$ cat src/rtl/te_trig_pkg.sv
package te_trig_pkg;
  typedef enum logic [1:0] {
    TRIG_DIRECT = 2'd0,
    TRIG_LINE   = 2'd1,
    TRIG_FRAME  = 2'd2,
    TRIG_RSVD   = 2'd3
  } trig_mode_e;

  localparam int unsigned HS_MIN       = 2;
  localparam int unsigned VS_MIN_LINE  = 4;
  localparam int unsigned VS_MIN_FRAME = 2;
endpackage

$ cat src/rtl/te_in_sync.sv
module te_in_sync #(
  parameter int unsigned STAGES = 2
) (
  input  logic clk,
  input  logic rst_n,
  input  logic d_i,
  output logic q_o
);
  logic [STAGES-1:0] sh_q;
  logic [STAGES-1:0] sh_d;

  generate
    if (STAGES == 1) begin : g_one
      always_comb sh_d = d_i;
    end else begin : g_many
      always_comb sh_d = {sh_q[STAGES-2:0], d_i};
    end
  endgenerate

  always_ff @(posedge clk or negedge rst_n) begin
    if (!rst_n) sh_q <= '0;
    else        sh_q <= sh_d;
  end

  assign q_o = sh_q[STAGES-1];
endmodule

$ cat src/rtl/te_pulse_meter.sv
module te_pulse_meter #(
  parameter int unsigned CNT_W = 8
) (
  input  logic             clk,
  input  logic             rst_n,
  input  logic             act_i,
  output logic             end_o,
  output logic [CNT_W-1:0] len_o
);
  localparam logic [CNT_W-1:0] CNT_MAX = {CNT_W{1'b1}};

  logic [CNT_W-1:0] cnt_q;
  logic [CNT_W-1:0] cnt_d;

  always_comb begin
    if (act_i) cnt_d = (cnt_q == CNT_MAX) ? CNT_MAX : cnt_q + 1'b1;
    else       cnt_d = '0;
  end

  always_ff @(posedge clk or negedge rst_n) begin
    if (!rst_n) cnt_q <= '0;
    else        cnt_q <= cnt_d;
  end

  assign end_o = !act_i && (cnt_q != '0);
  assign len_o = cnt_q;

  // a pulse end is only reported right after an active cycle
  p_end_after_active_r5: assert property (@(posedge clk) disable iff (!rst_n)
    end_o |-> $past(act_i));
endmodule

$ cat src/rtl/te_cfg_check.sv
module te_cfg_check
  import te_trig_pkg::*;
#(
  parameter int unsigned CNT_W = 8
) (
  input  logic [1:0]       mode_i,
  input  logic [CNT_W-1:0] hs_width_i,
  input  logic [CNT_W-1:0] vs_width_i,
  output logic             bad_o
);
  trig_mode_e mode;
  logic hs_short, same_w, vs_short;

  always_comb begin
    mode     = trig_mode_e'(mode_i);
    hs_short = (hs_width_i < CNT_W'(HS_MIN));
    same_w   = (hs_width_i == vs_width_i);
    vs_short = 1'b0;
    bad_o    = 1'b0;
    case (mode)
      TRIG_DIRECT: bad_o = 1'b0;
      TRIG_LINE: begin
        vs_short = (vs_width_i < CNT_W'(VS_MIN_LINE));
        bad_o    = hs_short || same_w || vs_short;
      end
      TRIG_FRAME: begin
        vs_short = (vs_width_i < CNT_W'(VS_MIN_FRAME));
        bad_o    = hs_short || same_w || vs_short;
      end
      default: bad_o = 1'b1;
    endcase
  end
endmodule

$ cat src/rtl/te_line_tracker.sv
module te_line_tracker
  import te_trig_pkg::*;
#(
  parameter int unsigned LINE_W = 11
) (
  input  logic              clk,
  input  logic              rst_n,
  input  logic [1:0]        mode_i,
  input  logic              cfg_bad_i,
  input  logic              arm_i,
  input  logic              vs_hit_i,
  input  logic              hs_hit_i,
  input  logic [LINE_W-1:0] target_i,
  output logic              start_o
);
  localparam logic [LINE_W-1:0] LINE_MAX = {LINE_W{1'b1}};

  trig_mode_e mode;
  logic [LINE_W-1:0] line_q, line_d;
  logic seen_q, seen_d;
  logic armed_q, armed_d;
  logic start_q, fire;
  logic te_ok;

  always_comb begin
    mode   = trig_mode_e'(mode_i);
    line_d = line_q;
    seen_d = seen_q;
    if (vs_hit_i) begin
      line_d = '0;
      seen_d = 1'b1;
    end else if (hs_hit_i && seen_q && (line_q != LINE_MAX)) begin
      line_d = line_q + 1'b1;
    end

    te_ok = (mode != TRIG_DIRECT) && !cfg_bad_i && armed_q;
    case (mode)
      TRIG_DIRECT: fire = arm_i;
      TRIG_LINE:   fire = te_ok &&
                          ((vs_hit_i && (target_i == '0)) ||
                           (!vs_hit_i && hs_hit_i && seen_q && (line_d == target_i)));
      TRIG_FRAME:  fire = te_ok && vs_hit_i;
      default:     fire = 1'b0;
    endcase

    if (arm_i && (mode != TRIG_DIRECT) && !cfg_bad_i) armed_d = 1'b1;
    else if (fire || (mode == TRIG_DIRECT) || cfg_bad_i) armed_d = 1'b0;
    else armed_d = armed_q;
  end

  always_ff @(posedge clk or negedge rst_n) begin
    if (!rst_n) begin
      line_q  <= '0;
      seen_q  <= 1'b0;
      armed_q <= 1'b0;
      start_q <= 1'b0;
    end else begin
      line_q  <= line_d;
      seen_q  <= seen_d;
      armed_q <= armed_d;
      start_q <= fire;
    end
  end

  assign start_o = start_q;

  // direct-mode strobe starts on the next cycle
  p_direct_start_r1: assert property (@(posedge clk) disable iff (!rst_n)
    (mode == TRIG_DIRECT && arm_i) |=> start_o);

  // a waiting-mode start never comes from a rejected setting
  p_bad_no_start_r4: assert property (@(posedge clk) disable iff (!rst_n)
    (start_o && $past(mode != TRIG_DIRECT)) |-> $past(!cfg_bad_i));

  // vertical mark clears the line count
  p_vs_clear_r6: assert property (@(posedge clk) disable iff (!rst_n)
    vs_hit_i |=> (line_q == '0));

  // accepted horizontal mark advances by one
  p_hs_step_r6: assert property (@(posedge clk) disable iff (!rst_n)
    (hs_hit_i && !vs_hit_i && seen_q && (line_q != LINE_MAX)) |=>
      (line_q == $past(line_q) + 1'b1));

  // a waiting-mode start leaves the trigger disarmed unless re-strobed
  p_single_fire_r9: assert property (@(posedge clk) disable iff (!rst_n)
    (start_o && $past(mode != TRIG_DIRECT)) |-> (!armed_q || $past(arm_i)));
endmodule

$ cat src/rtl/te_sync_trigger.sv
module te_sync_trigger
  import te_trig_pkg::*;
#(
  parameter int unsigned CNT_W       = 8,
  parameter int unsigned LINE_W      = 11,
  parameter int unsigned SYNC_STAGES = 2
) (
  input  logic              clk,
  input  logic              rst_n,
  input  logic              te_in,
  input  logic              arm_i,
  input  logic [1:0]        mode_i,
  input  logic              hs_act_low_i,
  input  logic              vs_act_low_i,
  input  logic [CNT_W-1:0]  hs_width_i,
  input  logic [CNT_W-1:0]  vs_width_i,
  input  logic [LINE_W-1:0] target_line_i,
  output logic              start_o,
  output logic              cfg_bad_o
);
  logic [1:0] rst_sh_q;
  logic       rst_int_n;

  always_ff @(posedge clk or negedge rst_n) begin
    if (!rst_n) rst_sh_q <= 2'b00;
    else        rst_sh_q <= {rst_sh_q[0], 1'b1};
  end
  assign rst_int_n = rst_sh_q[1];

  logic te_s;
  te_in_sync #(.STAGES(SYNC_STAGES)) u_sync (
    .clk(clk), .rst_n(rst_int_n), .d_i(te_in), .q_o(te_s)
  );

  logic [1:0]       act;
  logic [1:0]       p_end;
  logic [CNT_W-1:0] p_len [2];
  logic [1:0]       act_low;

  assign act_low = {vs_act_low_i, hs_act_low_i};

  generate
    for (genvar k = 0; k < 2; k++) begin : g_meter
      assign act[k] = te_s ^ act_low[k];
      te_pulse_meter #(.CNT_W(CNT_W)) u_meter (
        .clk(clk), .rst_n(rst_int_n), .act_i(act[k]),
        .end_o(p_end[k]), .len_o(p_len[k])
      );
    end
  endgenerate

  logic hs_hit, vs_hit;
  assign vs_hit = p_end[1] && (p_len[1] >= vs_width_i);
  assign hs_hit = p_end[0] && (p_len[0] >= hs_width_i) && (p_len[0] < vs_width_i);

  te_cfg_check #(.CNT_W(CNT_W)) u_cfg (
    .mode_i(mode_i), .hs_width_i(hs_width_i), .vs_width_i(vs_width_i),
    .bad_o(cfg_bad_o)
  );

  te_line_tracker #(.LINE_W(LINE_W)) u_track (
    .clk(clk), .rst_n(rst_int_n), .mode_i(mode_i), .cfg_bad_i(cfg_bad_o),
    .arm_i(arm_i), .vs_hit_i(vs_hit), .hs_hit_i(hs_hit),
    .target_i(target_line_i), .start_o(start_o)
  );
endmodule

$ cat config.mk
export PLATFORM = sky130hd
export DESIGN_NAME = te_sync_trigger
export DESIGN_NICKNAME = d
export VERILOG_FILES = /design/src/rtl/te_trig_pkg.sv /design/src/rtl/te_in_sync.sv /design/src/rtl/te_pulse_meter.sv /design/src/rtl/te_cfg_check.sv /design/src/rtl/te_line_tracker.sv /design/src/rtl/te_sync_trigger.sv
export SDC_FILE = /design/constraint.sdc
export NUM_CORES = 1
export LEC_CHECK = 0
export ABC_AREA = 1
export BUFFER_PORTS_ARGS = -buffer_cell sky130_fd_sc_hd__buf_4
export CORE_AREA = 2 2 90 74
export CTS_CLUSTER_SIZE = 8
export DETAILED_ROUTE_END_ITERATION = 6
export DIE_AREA = 0 0 92 76
export PLACE_DENSITY_LB_ADDON = 0.3
export RECOVER_POWER = 100
export SLEW_MARGIN = 20
export SYNTH_ARGS = -nofsm -noshare
export SYNTH_HDL_FRONTEND = slang
export SYNTH_HIERARCHICAL = 1
export SYNTH_SLANG_ARGS = --single-unit
export TNS_END_PERCENT = 50
$ cat constraint.sdc
create_clock -name clk -period 1.3 [get_ports clk]
set_clock_uncertainty 0.2 [all_clocks]
set_input_delay 0.26 -clock clk [delete_from_list [all_inputs] [get_ports clk]]
set_output_delay 0.26 -clock clk [all_outputs]
set_load 0.03 [all_outputs]
* Word-level counts from Yosys, hierarchy flattened
Cells that the tools add are included.
** Operators by class
- Add/subtract/negate cells :: 3
- Multiply operators :: 0
- Divide/modulo/power cells :: 0
- Order comparisons :: 6
- Equal/unequal tests :: 7
- Shift operators :: 0
- Mux-type cells :: 10
- Bitwise operators :: 2
- Reduce and logical (&&, ||, !) cells :: 33
** Operator list (number)
- two-way mux 8 bit :: 4
- two-way mux 11 bit :: 2
- logical AND 1 bit :: 17
- adder 8 x 1 -> 8 bit (second input constant) :: 2
- == test 8 bit (second input constant) :: 2
- greater-or-equal comparator 8 bit :: 2
- < comparator 8 x 2 -> 1 bit (second input constant) :: 2
- nonzero test 8 bit :: 2
- adder 11 x 1 -> 11 bit (second input constant) :: 1
- == test 11 bit :: 1
- zero test 11 bit :: 1
- inequality test 11 bit (second input constant) :: 1
- == test 8 bit :: 1
- < comparator 8 x 3 -> 1 bit (second input constant) :: 1
- < comparator 8 bit :: 1
- logical OR 1 bit :: 6
- one-hot mux 1 bit (3 select lines) :: 2
- zero test 1 bit :: 4
- nonzero test 2 bit :: 2
- == test 2 x 1 -> 1 bit (second input constant) :: 1
- == test 2 bit (second input constant) :: 1
- zero test 2 bit :: 1
- two-way mux 1 bit :: 2
- bitwise XOR 1 bit :: 2
** Word-level totals
- Bits in registers :: 34
- Latch bits :: 0
- Memory bits (writable) :: 0
- Memory bits (read-only) :: 0
- Bits of input ports :: 35
- Word-level logic and storage cells :: 69
- Memories :: 0

* Depth between registers and ports, before layout
Gate-level depths: netlist of the first run.
- Depth in word-level cells :: 18
- Mapped depth :: 28
- Depth with buffers taken out :: 28

* By module
Netlist of the first run, hierarchy kept.
** By module, submodules not included
- te_line_tracker :: instances 1, cells an instance 194, area each 1290.0 um2
- te_pulse_meter :: instances 2, cells an instance 61, area each 467.9 um2
- te_sync_trigger :: instances 1, cells an instance 107, area each 681.9 um2
- te_cfg_check :: instances 1, cells an instance 55, area each 249.0 um2
- te_in_sync :: instances 1, cells an instance 2, area each 50.0 um2

* Least setup slack after synthesis of the first run
Ideal clock, no wire load.
- Path type :: flip-flop to flip-flop
- Start point :: reg g_meter[0].u_meter.cnt_q[0]
- End point :: reg u_track.armed_q
- Setup time :: 117 ps
- Arrival time :: 2571 ps
- Required time :: 983 ps
- Setup slack :: -1588 ps
- Cell stages (with the launch flop) :: 27
- Buffers on the path :: 0
- Clock period less this slack :: 2888 ps
- Path through :: dfrtp_1 inv_1 ha_1 a41oi_1 nand2_1 nor2_1 nand2_1 a21oi_2 nand2_1 nor2_1 nand2_2 nor3_1 nand2_1 nand2_1 nand3_2 nand2_1 nand2_1 nor2_1 nand2_1 nor2_2 nand2_1 nand2_1 nand2_1 nand2_1 nand2_1 nand2_1 nand2_1
** Between the ends
- Cells in the longest elaborated chain, start to end :: 16
** RTL lines
- from (decl) :: line te_pulse_meter.sv:12 : logic [CNT_W-1:0] cnt_q;
- from (signal assigned) :: line te_pulse_meter.sv:22 : else cnt_q <= cnt_d;
- nonzero test 8 bit * :: line te_pulse_meter.sv:25 : assign end_o = !act_i && (cnt_q != '0);
- logical AND 1 bit * :: line te_pulse_meter.sv:25
- net p_end[0] :: line te_sync_trigger.sv:36 : logic [1:0] p_end;
- logical AND 1 bit * (2 in series) :: line te_sync_trigger.sv:54 : assign hs_hit = p_end[0] && (p_len[0] >= hs_width_i) && (p_len[0] < vs_width_i);
- net hs_hit :: line te_sync_trigger.sv:52 : logic hs_hit, vs_hit;
- logical AND 1 bit (2 in series) :: line te_line_tracker.sv:32 : end else if (hs_hit_i && seen_q && (line_q != LINE_MAX)) begin
- two-way mux 11 bit :: line te_line_tracker.sv:32
- two-way mux 11 bit :: line te_line_tracker.sv:29 : if (vs_hit_i) begin
- == test 11 bit :: line te_line_tracker.sv:41 : (!vs_hit_i && hs_hit_i && seen_q && (line_d == target_i)));
- logical AND 1 bit * :: line te_line_tracker.sv:41
- logical OR 1 bit * :: line te_line_tracker.sv:40 : ((vs_hit_i && (target_i == '0)) ||
- logical AND 1 bit * :: line te_line_tracker.sv:39 : TRIG_LINE: fire = te_ok &&
- one-hot mux 1 bit (3 select lines) * :: line te_line_tracker.sv:37 : case (mode)
- logical OR 1 bit * (2 in series) :: line te_line_tracker.sv:47 : else if (fire || (mode == TRIG_DIRECT) || cfg_bad_i) armed_d = 1'b0;
- nonzero test 2 bit (no source line) *
- to (signal assigned) :: line te_line_tracker.sv:60 : armed_q <= armed_d;
- to (decl) :: line te_line_tracker.sv:21 : logic armed_q, armed_d;
The timed path passes the listed nets; every way through them passes the cells marked *.
A chain may end at the register's enable or synchronous reset.

* Worst setup path in the final report of the first run
- Start point :: reg g_meter[0].u_meter.cnt_q[3]
- End point :: reg u_track.armed_q
** Between the ends
- Cells in the longest elaborated chain, start to end :: 16
** RTL lines (line)
- parallel branches: the longest is 3 deep, another holds greater-or-equal comparator 8 bit
- logical AND 1 bit * :: te_sync_trigger.sv:54
- net hs_hit :: te_sync_trigger.sv:52
- logical AND 1 bit (2 in series) :: te_line_tracker.sv:32
- two-way mux 11 bit :: te_line_tracker.sv:32
- two-way mux 11 bit :: te_line_tracker.sv:29
- == test 11 bit :: te_line_tracker.sv:41
- logical AND 1 bit * :: te_line_tracker.sv:41
- logical OR 1 bit * :: te_line_tracker.sv:40
- logical AND 1 bit * :: te_line_tracker.sv:39
- one-hot mux 1 bit (3 select lines) * :: te_line_tracker.sv:37
- logical OR 1 bit * (2 in series) :: te_line_tracker.sv:47
- nonzero test 2 bit (no source line) *
Mark *: on every way through the listed nets, which the timed path passes.

==> results of run 1 <==
[critical path, cell delays in order, from the launching register on]
cell	delay [ps]
dfrtp_1	450
ha_4	300
nand2_1	80
inv_1	100
nand2_1	80
nand2_1	70
nand2_1	60
nand2_1	70
nor2_2	60
nor2_4	140
nand2_4	130
nor3_4	210
nand2_1	120
nand2_2	120
nand3_2	100
nand2_1	80
nand2_1	50
nor2_1	90
nand2_1	70
nor2_2	80
nand2_1	80
nand2_1	90
nand2_1	70
nand2_1	80
nand2_2	60
nand2_1	50
nand2_1	40
[kinds of logic (layout without fill, tap and decap cells)]
logic type	Yosys count	count (layout)	share of synthesized area (%)
other cells	1	1	0.117
buf+inv	112	271	13.7
fa+ha+maj	33	33	12.9
xor+xnor	9	9	2.46
flops	34	34	26.5
compound gates	28	28	5.11
simple gates	263	263	39.3
[sequential cells by signal (all words and copies together), names as in the netlist]
name / count
u_track/start_o: 1
rst_sh_q: 2
u_sync/sh_q: 2
u_track/armed_q: 1
u_track/line_q: 11
g_meter.u_meter/len_o: 16
u_track/seen_q: 1
[layer usage]
metal	routed length (µm)	vias to the layer above
met2	5810	183
met1	4590	1852
li1	-	1804
met5	0	-
met4	467	0
met3	666	55
[final cells by class]
cell class              instances  area [µm²]  area share, %
clock buffers                   5        68.8           1.33
well taps                      84         105           2.03
clock inverters                 3        45.0          0.869
multi-input cells             334        2370           45.7
inverters                     109         414           7.99
repair buffers                154        1330           25.5
flip-flops and latches         34         858           16.6
[where the power goes]
part           internal, W  leakage, nW  switching [W]
registers          0.00123        0.405       0.000135
clock network     0.000570       0.0504       0.000433
logic              0.00160         2.34        0.00169
[through the flow]
step,hold slack (ps),std cells
CTS,22.6,709
global placement,-155,689
detailed placement,-155,689
global route,44.6,723
floorplan,-236,480
finish,29.6,723
[synth_stat cells (all sizes together)]
cell / n
clkbuf: 2
dfrtp: 34
inv: 109
nand3b: 2
conb: 1
nand2: 140
nand3: 35
ha: 33
a41oi: 2
a21o: 1
nand4: 17
nor3: 9
xor2: 4
or2: 1
buf: 1
nor2: 59
o21ai: 5
xnor2: 5
a21oi: 18
a31oi: 2
[final timing paths]
kind	from	to	slack, ps	depth (start not counted)
setup / recovery	g_meter[0].u_meter/len_o[3]	u_track/armed_q	-1940	26
hold / removal	arm_i	u_track/armed_q	30	3
setup reg to reg	g_meter[0].u_meter/len_o[3]	u_track/armed_q	-1940	26
hold reg to reg	rst_sh_q[1]	g_meter[1].u_meter/len_o[0]	120	1
max in group asynchronous	rst_sh_q[1]	g_meter[0].u_meter/len_o[4]	160	1
min in group asynchronous	rst_n	rst_sh_q[0]	90	2
[what timing repair did]
| action | 4_1_cts | 5_1_grt |
|---|---|---|
| buffers inserted | 12 | 15 |
| endpoints found under the setup margin | 31 | 31 |
| pin swaps | 39 | 36 |
| gates resized for setup | 73 | 73 |
| hold endpoints to repair | 3 | 0 |
| hold buffers | 2 | 0 |
==> flow_summary.yaml, run 1 <==
sta:
  finalSetupViolCount: 31
  tightest_slew_ps: 767
  fmax_ghz: 0.309
  maxSlewViolCount: 0
  worst_slack_ps: -1940
  relSlewSlack_pct: 48.9
  finalSetupTns_ps: -22940
  rsz0062_at_grt: "yes"
  post-route-min-period_ps: 3240
  fin_crit_sh_pct: 249
  hold_viol: 0
clock_network:
  clock_latency_ps: 290
  htreeDepth: 2
  clk_pin_slew_ps: 80
  numCtsBuffers: 5
  cts_tree: "built"
  clock_sinks: 34
  root_buffer: "clkbuf_8"
  cts_buffer_depth: 2
synthesis:
  postSynthCellCount: 480
  synth_area_leader_cell: "dfrtp_1"
  synth.ff_latch_count: 34
  synth_top_area_share_pct: 26.5
  netlist_area_um2: 3210
  avgSynthCellArea_um2: 6.68
  synth_seq_area_share_pct: 26.5
  yosysWarnings: 6
  synth_cell_type_count: 32
  syn_nets: 548
  ys_top_cells_by_area: "dfrtp_1 27%, nand2_1 16%, ha_1 13%"
job:
  drv_cap: 0
power:
  cellPowerDensity_nw_per_um2: 1090
  ir_drop_mv: 1.38
  total_power_w: 0.00565
  p_leak_nw: 2.80
route:
  initialDrtViolationCount: 248
  first_pass_iters: 5
  drtAntennaViolNets: 0
  wirelength_um: 11500
  vias_per_cell: 5.39
  vias: 3894
  drc: 0
  wl_per_cell_um: 16.0
cells_and_area:
  diodes: 0
  final_area_um2: 5190
  n_fill_cell: 316
  drive_above_1_share_pct: 45.4
  final_nets: 706
  layout_common_cells: "111 x nand2_1, 105 x buf_4, 89 x inv_1"
  area.growth.synth_to_final_pct: 61.7
  final_common_cell: "nand2_1"
  fin_util_pct: 83.9
hold_path:
  holdCritPathClass: "in -> reg"
global_routing:
  antenna_found_initial: 0
  grt_max_degree: 19
  grt_pass1_wl_um: 17300
  grt_pass1_vias: 3814
  grt_most_used_layer: "met2"
  met1_usage_pct: 37.7
  met2_usage_pct: 52.6
  gr-usage-met3_pct: 5.93
  grt_use_total_pct: 30.6
  overflow: 0
floorplanning:
  die-height_um: 76
  die_w_um: 92
  start_util_pct: 51.9
  fp-row-count: 26
  die_area_um2: 6990
  core-area_um2: 6180
  ioPinCount: 37
critical_path:
  critPathArrivalTime_ps: 3220
  crit_fanout: 7
  path_class: "reg -> reg"
  worstPathRequired_ps: 1290
  start_kind: "flip-flop"
  endpoint_kind: "flip-flop"
status:
  violations: "negative setup slack"
  status: "finished with violations"
place:
  routabilityCongestion: 0.934
  dp_slack_ps: -1790
  dpl-instance-area_um2: 4300
  dp_hpwl_um: 7080
  portBuffers: 36
No activity file was read; power rests on OpenSTA's default activity.
==> inputs of run 2 (changes only) <==
- clock period: 1.3 -> 2.6 ns (I/O delays scaled with it)
==> flow_summary.yaml, run 2 (synthesis gave the netlist of run 1 again) <==
cells_and_area:
  fin_util_pct: 68.0
  layout_common_cells: "132 x nand2_1, 106 x inv_1, 85 x buf_4"
  final_common_cell: "nand2_1"
  drive_above_1_share_pct: 26.1
  largest_reg_flops: 16
  area.growth.synth_to_final_pct: 31.0
  final_nets: 650
  n_fill_cell: 554
  diodes: 0
global_routing:
  grt_use_total_pct: 23.9
  overflow: 0
  grt_pass1_vias: 3170
  grt_max_degree: 33
  grt_pass1_wl_um: 13700
  antenna_found_initial: 0
route:
  drtAntennaViolNets: 0
  drc: 0
  initialDrtViolationCount: 266
  vias_per_cell: 4.84
  wl_per_cell_um: 11.9
  first_pass_iters: 4
  wirelength_um: 7950
  vias: 3231
clock_network:
  clock_latency_ps: 290
  htreeDepth: 2
  root_buffer: "clkbuf_8"
  cts_buffer_depth: 2
  clock_sinks: 34
  numCtsBuffers: 5
  clk_pin_slew_ps: 80
  cts_tree: "built"
critical_path:
  worstPathRequired_ps: 2580
  endpoint_kind: "flip-flop"
  path_class: "reg -> reg"
  critPathArrivalTime_ps: 2930
  crit_fanout: 6
  start_kind: "flip-flop"
sta:
  relSlewSlack_pct: -24.2
  fmax_ghz: 0.339
  finalSetupTns_ps: -625
  hold_viol: 0
  maxSlewViolCount: 33
  rsz0062_at_grt: "yes"
  finalSetupViolCount: 2
  holdWs_ps: 155
  fin_crit_sh_pct: 113
  post-route-min-period_ps: 2950
  worst_slack_ps: -349
  tightest_slew_ps: 1860
floorplanning:
  ioPinCount: 37
  die_w_um: 92
  die-height_um: 76
  die_area_um2: 6990
  start_util_pct: 51.9
  core-area_um2: 6180
  fp-row-count: 26
place:
  dp_hpwl_um: 6390
  portBuffers: 36
  dp_slack_ps: -714
  routabilityCongestion: 0.934
power:
  cellPowerDensity_nw_per_um2: 504
  ir_drop_mv: 0.347
  total_power_w: 0.00212
  p_leak_nw: 2.41
status:
  status: "finished with violations"
  violations: "max-capacitance violations, max-slew violations, negative setup slack"
hold_path:
  holdCritPathClass: "in -> reg"
job:
  drv_cap: 1
## run 2: cell count changes in the layout (fill, tap and decap cells not counted), sizes merged
cell / previous run / this run
buf: 148 / 88
clkbuf: 9 / 15
clkinv: 0 / 2
bufinv: 1 / 0
clkinvlp: 2 / 1
dlygate4sd3: 2 / 1
inv: 109 / 108
## run 2: final timing paths
| kind | start | to | slack (ps) | cells past startpoint |
|---|---|---|---|---|
| worst max-delay path | u_sync/sh_q[1] | u_track/armed_q | -350 | 25 |
| worst min-delay path | te_in | u_sync/sh_q[0] | 150 | 1 |
| worst max register to register | u_sync/sh_q[1] | u_track/armed_q | -350 | 25 |
| worst min register to register | u_sync/sh_q[0] | u_sync/sh_q[1] | 160 | 0 |
| max in group asynchronous | rst_sh_q[1] | g_meter[0].u_meter/len_o[7] | 360 | 1 |
| min in group asynchronous | rst_n | rst_sh_q[1] | 340 | 2 |
## run 2: worst max-delay path, stage by stage, from the launching register on
cell and delay [ps]:
dfrtp_1 410, xor2_2 180, a41oi_2 190, nand2_1 70, nor2_1 100, nand2_1 60
a21oi_2 100, nand2_1 90, nor2_4 140, nand2_4 100, inv_2 110, nand2_1 80
nand2_1 80, nand2_1 50, nor2_1 120, nor2_1 60, nor2_1 120, nand2_1 120
nor2_2 90, nand2_1 50, nand2_1 50, nand2_1 50, nand2_1 60, nand2_2 50
nand2_1 50, nand2_1 40
## run 2: what timing repair did
action	in CTS	in global routing
pin swaps	7	2
setup buffers	2	1
hold buffers	1	0
hold endpoints to repair	2	0
setup endpoints to repair	2	4
resized for setup	8	9
## run 2: power by group
group | switching (W) | total [W] | leakage [nW] | internal, W
Combinational | 0.000556 | 0.000987 | 1.94 | 0.000431
Clock | 0.000208 | 0.000421 | 0.0472 | 0.000213
Sequential | 0.0000945 | 0.000708 | 0.413 | 0.000613
## run 2: layout make-up
type / instances / area, µm² / area share, %
inverter: 109 / 409 / 9.74
clock buffer: 6 / 82.6 / 1.97
tap: 84 / 105 / 2.50
timing repair buffer: 98 / 736 / 17.5
multi-input combinational: 334 / 2000 / 47.7
clock inverter: 2 / 12.5 / 0.298
sequential: 34 / 852 / 20.3
## run 2: metal layers
| layer | part of all wire [%] | global-route usage, % | vias to the layer above |
|---|---|---|---|
| li1 | - | - | 1684 |
| met1 | 46 | 32.0 | 1460 |
| met2 | 48 | 41.1 | 76 |
| met3 | 5.1 | 3.66 | 11 |
| met4 | 0.98 | 5.07 | 0 |
| met5 | 0 | 0 | - |
## run 2: per-stage QoR
step                      std cells  cell area, µm²
final                           667            4200
after global routing            667            4200
after detailed placement        655            4040
after global placement          655            4040
after CTS                       666            4190
after floorplan                 480            3240
==> inputs of run 3 (changes only) <==
- CTS_BUF_LIST: not set -> sky130_fd_sc_hd__clkbuf_16
==> flow_summary.yaml, run 3 (synthesis gave the netlist of run 1 again) <==
clock_network:
  htreeDepth: 2
  cts_buffer_depth: 2
  numCtsBuffers: 5
  clock_latency_ps: 280
  cts_tree: "built"
  clock_sinks: 34
  clk_pin_slew_ps: 60
  root_buffer: "clkbuf_16"
place:
  dp_hpwl_um: 6390
  dpl-instance-area_um2: 4040
  portBuffers: 36
  dp.cells: 655
  routabilityCongestion: 0.934
critical_path:
  max_stage_delay_ps: 400
  start_kind: "flip-flop"
  endpoint_kind: "flip-flop"
  critPathArrivalTime_ps: 2960
  reg2reg_to: "u_track/armed_q"
  r2r_start: "u_sync/sh_q[1]"
  path_class: "reg -> reg"
  crit_fanout: 6
  regToRegSetupSlack_ps: -400
  critical-path-slowest-cell: "dfrtp_1"
  cp_num_buf_inv: 1
  cp_common_cell: "nand2_1"
  worstPathRequired_ps: 2570
  reg2regPathDepth: 26
  path_delay_family: "simple AND/OR/NAND/NOR gates"
floorplanning:
  core-area_um2: 6180
  die-height_um: 76
  die_w_um: 92
  ioPinCount: 37
  start_util_pct: 51.9
  die_area_um2: 6990
  fp-row-count: 26
sta:
  hold_viol: 0
  post-route-min-period_ps: 3000
  maxSlewViolCount: 33
  relSlewSlack_pct: -23.6
  worst_slack_ps: -397
  tightest_slew_ps: 1850
  finalSetupViolCount: 2
  fin_crit_sh_pct: 115
  fmax_ghz: 0.334
  rsz0062_at_grt: "yes"
job:
  drv_cap: 1
cells_and_area:
  drive_above_1_share_pct: 26.9
  diodes: 0
  n_fill_cell: 528
  final_nets: 651
  layout_common_cells: "132 x nand2_1, 105 x inv_1, 88 x buf_4"
  largest_reg_flops: 16
  final_area_um2: 4260
  stdcell_count: 668
  area.growth.synth_to_final_pct: 32.8
  final_common_cell: "nand2_1"
power:
  power_frac_seq_pct: 31.2
  p_leak_nw: 2.43
  switching_share_pct: 38.8
  intPower_w: 0.00140
  ir_drop_mv: 0.310
  pwr-share-clk_pct: 25.3
  p_comb_share_pct: 43.5
  p_sw_w: 0.000886
  cellPowerDensity_nw_per_um2: 536
global_routing:
  grt_pass1_wl_um: 13800
  grt_use_total_pct: 24.1
  antenna_found_initial: 0
  grt_pass1_vias: 3217
  grt_max_degree: 33
  overflow: 0
route:
  wl_per_cell_um: 12.1
  vias: 3288
  first_pass_iters: 5
  drtAntennaViolNets: 0
  wirelength_um: 8070
  initialDrtViolationCount: 261
  vias_per_cell: 4.92
  drc: 0
hold_path:
  holdPathEnd: "u_sync/sh_q[1]"
  holdCritPathClass: "reg -> reg"
  hp-start: "u_sync/sh_q[0]"
  worstHoldPathCells: 0
status:
  status: "finished with violations"
  violations: "max-capacitance violations, max-slew violations, negative setup slack"
[run 3: cell types whose count changed in the layout (fill, tap and decap cells not counted), moves of 2 or more]
cell       delta
clkbuf_8      -6
dfrtp_2       +2
clkbuf_16     +5
buf_4         +3
dfrtp_1       -2
[run 3: power by group through the flow]
stage                     Combinational [W]  Clock (W)  Sequential (W)
after global placement             0.000935          0        0.000711
after global routing                0.00112   0.000610        0.000721
final                              0.000994   0.000577        0.000712
after CTS                          0.000984   0.000585        0.000707
after detailed placement           0.000958          0        0.000712
after floorplan                    0.000597          0        0.000708
[run 3: how the worst max path moves through the flow]
| stage | startpoint | to | slack [ps] | cells after the start |
|---|---|---|---|---|
| after floorplan | hs_act_low_i | u_track/armed_q | -160 | 25 |
| after global placement | hs_act_low_i | u_track/armed_q | -660 | 26 |
| after detailed placement | hs_act_low_i | u_track/armed_q | -710 | 26 |
| after CTS | u_sync/sh_q[1] | u_track/armed_q | -400 | 25 |
| after global routing | g_meter[0].u_meter/len_o[3] | u_track/armed_q | -690 | 25 |
| final | u_sync/sh_q[1] | u_track/armed_q | -400 | 26 |
[run 3: layout make-up]
type	count	area, µm²	area share, %
tap	84	105	2.47
timing repair buffer	99	747	17.5
clock inverter	3	16.3	0.382
clock buffer	5	125	2.94
sequential	34	855	20.1
multi-input combinational	334	2000	46.9
inverter	109	412	9.67
[run 3: per-stage QoR]
step	hold WS (ps)	setup slack (ps)	power [W]	setup TNS, ps	util, %
floorplan	24.4	-162	0.00131	-225	-
global placement	87.3	-659	0.00165	-1240	65.3
detailed placement	93.6	-714	0.00167	-1570	65.3
CTS	95.8	-403	0.00228	-753	68.7
global route	166	-692	0.00245	-1580	68.9
finish	153	-397	0.00228	-713	68.9
[run 3: timing repair]
action	in CTS	in global routing
pin swaps	6	1
hold buffers	1	0
gates resized for setup	9	13
setup endpoints to repair	2	4
buffers inserted	3	1
endpoints found under the hold margin	2	0
[run 3: layer usage]
| metal | track usage (%) | vias up | wire, µm |
|---|---|---|---|
| met3 | 3.46 | 17 | 395 |
| met4 | 7.01 | 0 | 162 |
| met2 | 40.7 | 94 | 3730 |
| met5 | 0 | - | 0 |
| li1 | - | 1693 | - |
| met1 | 32.2 | 1484 | 3790 |
